===== src/rtl/mm_pkg.sv =====
package mm_pkg;
  typedef enum logic [1:0] {
    MS_BOOT = 2'd0,
    MS_SYS  = 2'd1,
    MS_ROMB = 2'd2,
    MS_RAMB = 2'd3
  } mstate_e;

  localparam logic [1:0] PORT_CTL  = 2'd0;
  localparam logic [1:0] PORT_RUN  = 2'd1;
  localparam logic [1:0] PORT_BANK = 2'd2;
  localparam logic [1:0] PORT_STAT = 2'd3;

  localparam logic [15:0] SHR_BASE = 16'hF800;
  localparam logic [15:0] ROMB_END = 16'h8000;
endpackage


===== src/rtl/mm_regs.sv =====
module mm_regs #(
  parameter int BANK_W  = 4,
  parameter int WIN_W   = 3,
  parameter int N_IRQ   = 5,
  parameter int STRAP_W = 8,
  localparam int CODE_W = $clog2(N_IRQ + 1)
) (
  input  logic               clk_i,
  input  logic               rst_ni,
  input  logic               io_wr_i,
  input  logic               io_rd_i,
  input  logic [1:0]         sel_i,
  input  logic [7:0]         wdata_i,
  input  logic [STRAP_W-1:0] strap_i,
  input  logic               sub_ready_i,
  input  logic               sub_ack_i,
  input  logic [N_IRQ-1:0]   irq_i,
  output mm_pkg::mstate_e    ms_o,
  output logic [BANK_W-1:0]  ma_o,
  output logic [WIN_W-1:0]   mo_o,
  output logic               run_o,
  output logic               busreq_o,
  output logic [7:0]         rdata_o
);
  import mm_pkg::*;

  logic [7:0]        ctl_q;
  logic              run_q;
  mstate_e           ms_q;
  logic [BANK_W-1:0] ma_q;
  logic [WIN_W-1:0]  mo_q;
  logic [CODE_W-1:0] code;

  always_ff @(posedge clk_i or negedge rst_ni) begin
    if (!rst_ni) begin
      ctl_q <= '0;
      run_q <= 1'b0;
      ms_q  <= MS_BOOT;
      ma_q  <= '0;
      mo_q  <= '0;
    end else if (io_wr_i) begin
      unique case (sel_i)
        PORT_CTL:  ctl_q <= wdata_i;
        PORT_RUN: begin
          run_q <= wdata_i[7];
          ms_q  <= mstate_e'(wdata_i[1:0]);
        end
        PORT_BANK: begin
          ma_q <= wdata_i[BANK_W-1:0];
          mo_q <= wdata_i[BANK_W +: WIN_W];
        end
        default: ;
      endcase
    end
  end

  // lowest index wins
  always_comb begin
    code = '0;
    for (int i = N_IRQ - 1; i >= 0; i--)
      if (irq_i[i]) code = CODE_W'(i + 1);
  end

  always_comb begin
    unique case (sel_i)
      PORT_CTL:  rdata_o = ctl_q;
      PORT_RUN:  rdata_o = {run_q, 5'b0, ms_q};
      PORT_BANK: rdata_o = 8'(strap_i);
      default:   rdata_o = {sub_ready_i, sub_ack_i, (6 - CODE_W)'(0), code};
    endcase
  end

  assign ms_o     = ms_q;
  assign ma_o     = ma_q;
  assign mo_o     = mo_q;
  assign run_o    = run_q;
  assign busreq_o = ctl_q[1];

  p_read_hold_r12: assert property (@(posedge clk_i) disable iff (!rst_ni)
    (io_rd_i && !io_wr_i) |=> $stable({ctl_q, run_q, ms_q, ma_q, mo_q}));
endmodule


===== src/rtl/mm_decode.sv =====
module mm_decode #(
  parameter int BANK_W = 4,
  parameter int WIN_W  = 3,
  parameter int N_SLOT = 4,
  localparam int BLK_W = BANK_W + 1
) (
  input  mm_pkg::mstate_e   ms_i,
  input  logic [BANK_W-1:0] ma_i,
  input  logic [WIN_W-1:0]  mo_i,
  input  logic [15:0]       addr_i,
  input  logic              mreq_i,
  input  logic              rfsh_i,
  output logic              cs_ipl_o,
  output logic              cs_basic_o,
  output logic [N_SLOT-1:0] cs_slot_o,
  output logic              cs_shr_o,
  output logic              dram_o,
  output logic [BLK_W-1:0]  phys_blk_o
);
  import mm_pkg::*;

  logic [2:0] hi;
  logic       acc, shr_hit, rom_state, slot_win, slot_any;

  assign hi        = addr_i[15:13];
  assign acc       = mreq_i && !rfsh_i;
  assign shr_hit   = addr_i >= SHR_BASE;
  assign rom_state = (ms_i == MS_ROMB) || (ms_i == MS_RAMB);
  assign slot_win  = acc && !shr_hit && rom_state && (hi == 3'd1);

  for (genvar s = 0; s < N_SLOT; s++) begin : g_slot
    assign cs_slot_o[s] = slot_win && (mo_i == WIN_W'(s + 1));
  end
  assign slot_any = |cs_slot_o;

  always_comb begin
    cs_ipl_o   = 1'b0;
    cs_basic_o = 1'b0;
    cs_shr_o   = 1'b0;
    dram_o     = mreq_i && rfsh_i;
    if (acc) begin
      if (shr_hit) cs_shr_o = 1'b1;
      else begin
        unique case (ms_i)
          MS_BOOT: begin
            cs_ipl_o = (hi == 3'd0);
            dram_o   = (hi == 3'd2);
          end
          MS_SYS:  dram_o = 1'b1;
          MS_ROMB: begin
            cs_basic_o = !slot_any && (addr_i < ROMB_END);
            dram_o     = !slot_any && (addr_i >= ROMB_END);
          end
          default: dram_o = !slot_any;
        endcase
      end
    end
  end

  always_comb begin
    if (ms_i != MS_BOOT && addr_i[15:14] == 2'b11)
      phys_blk_o = BLK_W'(ma_i) + BLK_W'(3);
    else
      phys_blk_o = BLK_W'(addr_i[15:14]);
  end
endmodule


===== src/rtl/mm_timing.sv =====
module mm_timing (
  input  logic clk_i,
  input  logic rst_ni,
  input  logic fetch_i,
  input  logic dram_i,
  input  logic rfsh_i,
  output logic wait_oe_o,
  output logic row_sel_o,
  output logic cas_o
);
  logic fetch_q, dram_q;

  always_ff @(posedge clk_i or negedge rst_ni) begin
    if (!rst_ni) begin
      fetch_q <= 1'b0;
      dram_q  <= 1'b0;
    end else begin
      fetch_q <= fetch_i;
      dram_q  <= dram_i;
    end
  end

  assign wait_oe_o = fetch_i && !fetch_q;
  assign row_sel_o = !(dram_i && dram_q);
  assign cas_o     = dram_i && dram_q && !rfsh_i;

  p_wait_single_r9: assert property (@(posedge clk_i) disable iff (!rst_ni)
    wait_oe_o |=> !wait_oe_o);
  p_cas_needs_ras_r10: assert property (@(posedge clk_i) disable iff (!rst_ni)
    cas_o |-> dram_i && $past(dram_i));
  p_no_cas_refresh_r10: assert property (@(posedge clk_i) disable iff (!rst_ni)
    rfsh_i |-> !cas_o);
endmodule


===== src/rtl/mm_mapper.sv =====
module mm_mapper #(
  parameter int BANK_W  = 4,
  parameter int WIN_W   = 3,
  parameter int N_SLOT  = 4,
  parameter int N_IRQ   = 5,
  parameter int STRAP_W = 8,
  localparam int BLK_W  = BANK_W + 1
) (
  input  logic               clk_i,
  input  logic               rst_ni,
  input  logic [15:0]        addr_i,
  input  logic               iorq_ni,
  input  logic               mreq_ni,
  input  logic               rd_ni,
  input  logic               wr_ni,
  input  logic               m1_ni,
  input  logic               rfsh_ni,
  input  logic [7:0]         data_i,
  output logic [7:0]         data_o,
  output logic               data_oe_o,
  input  logic [STRAP_W-1:0] strap_i,
  input  logic               sub_ready_i,
  input  logic               sub_ack_i,
  input  logic [N_IRQ-1:0]   irq_i,
  output logic               cs_ipl_o,
  output logic               cs_basic_o,
  output logic [N_SLOT-1:0]  cs_slot_o,
  output logic               cs_shr_o,
  output logic               ras_o,
  output logic               cas_o,
  output logic               row_sel_o,
  output logic [BLK_W-1:0]   phys_blk_o,
  output logic               wait_oe_o,
  output logic               sub_rst_no,
  output logic               sub_busreq_no
);
  import mm_pkg::*;

  logic              io_sel, io_wr, io_rd, run, busreq, dram;
  mstate_e           ms;
  logic [BANK_W-1:0] ma;
  logic [WIN_W-1:0]  mo;

  assign io_sel = !iorq_ni && m1_ni && (&addr_i[7:2]);
  assign io_wr  = io_sel && !wr_ni;
  assign io_rd  = io_sel && !rd_ni;

  mm_regs #(.BANK_W(BANK_W), .WIN_W(WIN_W), .N_IRQ(N_IRQ), .STRAP_W(STRAP_W)) u_regs (
    .clk_i, .rst_ni, .io_wr_i(io_wr), .io_rd_i(io_rd), .sel_i(addr_i[1:0]),
    .wdata_i(data_i), .strap_i, .sub_ready_i, .sub_ack_i, .irq_i,
    .ms_o(ms), .ma_o(ma), .mo_o(mo), .run_o(run), .busreq_o(busreq), .rdata_o(data_o)
  );

  mm_decode #(.BANK_W(BANK_W), .WIN_W(WIN_W), .N_SLOT(N_SLOT)) u_dec (
    .ms_i(ms), .ma_i(ma), .mo_i(mo), .addr_i, .mreq_i(!mreq_ni), .rfsh_i(!rfsh_ni),
    .cs_ipl_o, .cs_basic_o, .cs_slot_o, .cs_shr_o, .dram_o(dram), .phys_blk_o
  );

  mm_timing u_tim (
    .clk_i, .rst_ni, .fetch_i(!m1_ni && !mreq_ni), .dram_i(dram), .rfsh_i(!rfsh_ni),
    .wait_oe_o, .row_sel_o, .cas_o
  );

  assign ras_o         = dram;
  assign data_oe_o     = io_rd;
  assign sub_rst_no    = run;
  assign sub_busreq_no = !busreq;

  p_ipl_boot_only_r7: assert property (@(posedge clk_i) disable iff (!rst_ni)
    cs_ipl_o |-> ms == MS_BOOT);
  p_one_target_r6: assert property (@(posedge clk_i) disable iff (!rst_ni)
    $onehot0({cs_ipl_o, cs_basic_o, cs_slot_o, cs_shr_o, ras_o}));
  p_oe_needs_rd_r12: assert property (@(posedge clk_i) disable iff (!rst_ni)
    data_oe_o |-> !iorq_ni && !rd_ni);
endmodule


===== config.mk =====
export PLATFORM = sky130hd
export DESIGN_NAME = mm_mapper
export DESIGN_NICKNAME = d
export VERILOG_FILES = /design/src/rtl/mm_pkg.sv /design/src/rtl/mm_regs.sv /design/src/rtl/mm_decode.sv /design/src/rtl/mm_timing.sv /design/src/rtl/mm_mapper.sv
export SDC_FILE = /design/constraint.sdc
export NUM_CORES = 1
export LEC_CHECK = 0
export BUFFER_PORTS_ARGS = -buffer_cell sky130_fd_sc_hd__buf_2
export CORE_UTILIZATION = 45
export CTS_BUF_LIST = sky130_fd_sc_hd__clkbuf_8
export DETAILED_ROUTE_END_ITERATION = 8
export PLACE_DENSITY = 0.87
export SETUP_SLACK_MARGIN = 0.4
export SLEW_MARGIN = 5
export SYNTH_ARGS = -nofsm -noshare
export SYNTH_HDL_FRONTEND = slang
export SYNTH_SLANG_ARGS = --single-unit
export TNS_END_PERCENT = 100

===== constraint.sdc =====
create_clock -name clk_i -period 2.8 [get_ports clk_i]
set_input_delay 0.56 -clock clk_i [delete_from_list [all_inputs] [get_ports clk_i]]
set_output_delay 0.56 -clock clk_i [all_outputs]
set_load 0.005 [all_outputs]

==> summary.txt <==
Yosys
  • Yosys warnings: 0
  • Seq cells post-synth: 20
  • Count of flip-flops with a built-in enable after synthesis: 0
  • Sequential cell area fraction in the yosys report: 0.392
  • Number of library cell types mapped by synthesis: 40
  • Fraction of registers with async set/reset: 1.00
  • Post-synth top flop: sky130_fd_sc_hd__dfrtp_1
  • Syn avg cell area: 10.8 um2
  • Count of mapped cells out of synthesis: 118
  • Area of the mapped netlist: 1280 um2
  • Synthesized net count: 166

Worst setup path
  • CP endpoint kind: output port
  • Worst r2r path cells: 4
  • RR Startpoint: u_regs.ms_o[1]
  • Kind of critical path: reg2out
  • Critical Path Source Type: flop
  • Crit path depth: 5
  • Cell with the largest stage delay on the worst path: sky130_fd_sc_hd__dfrtp_2
  • Endpoint of the worst register-to-register path: u_tim.dram_q
  • CP bufs+invs: 1
  • Required @ worst endpoint: 2.24 ns
  • Largest stage delay on the critical path: 0.44 ns
  • Family of cells with the greatest summed delay on the critical path: compound AO/OA/AOI/OAI gates
  • Critical path fanouts, max: 4
  • FF-to-FF setup slack: 1.43 ns
  • Critical Path AT: 1.77 ns
  • Sequence of cells on the critical path: nor4b_4 > a211oi_1 > a311o_1 > a211o_1 > buf_2

Floorplan
  • Initial core utilization: 0.497
  • Overall die width: 55.3 um
  • I/O pin total: 74
  • Die area: 3050 um2
  • Num rows: 18
  • Die Height: 55.3 um
  • Floorplan Core Area: 2570 um2

Clock tree
  • CTS Sinks: 20
  • CTS tree: yes
  • CTS Hold Buffers Added: 0
  • CTS HTree Levels: 1
  • Root Buffer: sky130_fd_sc_hd__clkbuf_8
  • Total CTS buffers: 3
  • Number of buffers between clock root and the deepest sink: 2
  • Source-to-sink clock delay at the later pin of the worst-skew pair: 0.26 ns
  • Clock slew at reported path FFs: 0.08 ns

Routing
  • Mean routed wirelength per cell: 13.8 um
  • Drt pass-1 iters: 4
  • Starting DRC count in detailed routing: 16
  • Total DRC errors in the routed layout: 0
  • Via density per instance: 5.39
  • Total via count in the routed design: 1181
  • Wirelength, routed: 3020 um
  • Residual antenna-violating net count after detailed routing: 0

Timing
  • Fin Clk Skew: 0.00258 ns
  • Pins Over Slew Limit: 0
  • Fin crit share: 0.833
  • Least-Margin Pin Slew: 0.495 ns
  • Aggregate negative setup slack: 0 ns
  • RSZ-0062 raised after global routing: yes
  • Hold Fails Final Rpt: 0
  • Shortest clock period the worst path allows after layout: 2.33 ns
  • Worst slew margin relative to its limit: 0.670
  • Highest clock frequency the design can meet: 429 MHz
  • Total setup violations reported at the end of the flow: 0
  • Final WS setup: 0.467 ns

Power and ir drop
  • Highest ir drop seen on vdd: 0.242 mV
  • Power Dens Cells: 355 nW/um2
  • Static Leak: 0.919 nW

Cells and area
  • Layout cells sized above 1: 0.550
  • Number of nets in the final layout: 238
  • Core occupancy in the finished layout: 0.677
  • Area growth from synthesis to layout: 36.2%
  • Number of diodes added for antenna fixing: 0

Global route
  • Antenna violations before repair: 0
  • Wire length of the first global-routing pass: 5100 um
  • Total congestion overflow: 0
  • Pin count of the biggest net entering global routing: 21
  • Vias in the first global route: 1179
  • Overall track demand over capacity in global routing: 0.207

Placed design
  • HPWL reported at the end of detailed placement: 2360 um
  • PortBufs: 70
  • Final Wtd Congestion: 0.759
  • Worst slack, placed: 0.426 ns

Flow run
  • Count of maximum capacitance violations: 0

Outcome
  • Status: completed

Hold path
  • HP Class: in2async
-- state kept, by name (all words and copies together), names as in the netlist --
name           cells
u_regs.run_o       1
u_regs.ctl_q       8
u_regs.mo_o        3
u_tim.dram_q       1
u_tim.fetch_q      1
u_regs.ma_o        4
u_regs.ms_o        2
-- cells in the mapped netlist (2+ instances only) --
| cell | instances | share of area |
|---|---|---|
| sky130_fd_sc_hd__a211oi_1 | 2 | 0.012 |
| sky130_fd_sc_hd__a21oi_1 | 4 | 0.016 |
| sky130_fd_sc_hd__and3b_2 | 2 | 0.016 |
| sky130_fd_sc_hd__buf_2 | 2 | 0.0078 |
| sky130_fd_sc_hd__clkbuf_1 | 2 | 0.0059 |
| sky130_fd_sc_hd__dfrtp_1 | 20 | 0.39 |
| sky130_fd_sc_hd__inv_1 | 5 | 0.015 |
| sky130_fd_sc_hd__mux2_2 | 10 | 0.088 |
| sky130_fd_sc_hd__mux2_4 | 8 | 0.094 |
| sky130_fd_sc_hd__mux2i_1 | 5 | 0.039 |
| sky130_fd_sc_hd__mux4_2 | 2 | 0.035 |
| sky130_fd_sc_hd__nand2_1 | 4 | 0.012 |
| sky130_fd_sc_hd__nand2b_1 | 3 | 0.015 |
| sky130_fd_sc_hd__nand3_1 | 2 | 0.0078 |
| sky130_fd_sc_hd__nor2_1 | 10 | 0.029 |
| sky130_fd_sc_hd__nor3_1 | 6 | 0.024 |
| sky130_fd_sc_hd__nor4b_1 | 4 | 0.027 |
| sky130_fd_sc_hd__o211ai_1 | 2 | 0.012 |
| sky130_fd_sc_hd__o21ai_0 | 3 | 0.012 |
| sky130_fd_sc_hd__xor2_1 | 2 | 0.014 |
-- per-stage QoR --
step	cell area, um2	std cells	hold WS [ns]	power [mW]
finish	1740	219	0.243	0.617
global route	1740	219	0.272	0.652
CTS	1720	219	0.248	0.625
detailed placement	1640	213	0.493	0.399
global placement	1640	213	0.494	0.395
floorplan	1280	118	0.264	0.342
-- layer usage --
metal	GRT usage	vias to the layer above	wire, um
met1	0.264	556	1290
li1	-	579	-
met4	0.0536	0	0
met2	0.360	46	1530
met5	0	-	0
met3	0.0375	0	191
-- where the power goes --
group          total [mW]  internal, mW  switching, mW
logic              0.0972        0.0505         0.0466
registers           0.298         0.294        0.00441
clock network       0.221         0.125         0.0961
-- how the worst max path moves through the flow --
| stage | start | end | slack (ns) |
|---|---|---|---|
| finish | u_regs.ms_o[1] | row_sel_o | 0.47 |
| global route | u_regs.ms_o[1] | row_sel_o | 0.37 |
| CTS | mreq_ni | cs_slot_o[0] | 0.43 |
| detailed placement | addr_i[15] | row_sel_o | 0.43 |
| global placement | addr_i[15] | row_sel_o | 0.45 |
| floorplan | addr_i[15] | row_sel_o | 0.57 |
-- cells in the final DEF (no fill, tap or decap), types with 3 or more instances in the layout --
master	Yosys	layout
sky130_fd_sc_hd__mux2_4	8	8
sky130_fd_sc_hd__a21oi_1	4	4
sky130_fd_sc_hd__buf_4	0	3
sky130_fd_sc_hd__dfrtp_1	20	19
sky130_fd_sc_hd__nand2_1	4	4
sky130_fd_sc_hd__buf_2	2	70
sky130_fd_sc_hd__nor2_1	10	10
sky130_fd_sc_hd__nand2b_1	3	3
sky130_fd_sc_hd__o21ai_0	3	3
sky130_fd_sc_hd__inv_1	5	5
sky130_fd_sc_hd__nor3_1	6	6
sky130_fd_sc_hd__mux2_2	10	10
sky130_fd_sc_hd__clkbuf_8	0	4
sky130_fd_sc_hd__mux2i_1	5	5
-- repair_timing --
| action | 4_1_cts | 5_1_grt |
|---|---|---|
| resized for setup | 2 | 3 |
| pin swaps | 0 | 1 |
| hold endpoints to repair | 0 | 0 |
| buffers inserted | 2 | 0 |
| setup endpoints to repair | 1 | 4 |
-- final cells by class --
type,count,area (um2)
Timing Repair Buffer,73,373
Multi-Input combinational cell,87,752
Inverter,5,18.8
Sequential cell,20,502
Fill cell,218,830
Clock buffer,4,55.1
Tap cell,30,37.5
-- kinds of logic (layout without fill, tap and decap cells) --
kind of cell,Yosys count,in the layout,share of synthesized area
AOI/OAI and AO/OA,16,16,0.0824
xor gates and xnor gates,3,3,0.0206
adders and majority gates,1,1,0.00980
buffers and inverters,11,82,0.0402
DFF,20,20,0.392
muxes,25,25,0.257
and+or+nand+nor,42,42,0.198
-- worst register-to-register path: stages (launching register included) --
cell and delay (ns):
sky130_fd_sc_hd__dfrtp_2 0.44, sky130_fd_sc_hd__nor4b_4 0.28, sky130_fd_sc_hd__a211oi_1 0.07, sky130_fd_sc_hd__a311o_1 0.31
sky130_fd_sc_hd__a21oi_1 0.19
No activity file was read; power rests on OpenSTA's default activity.
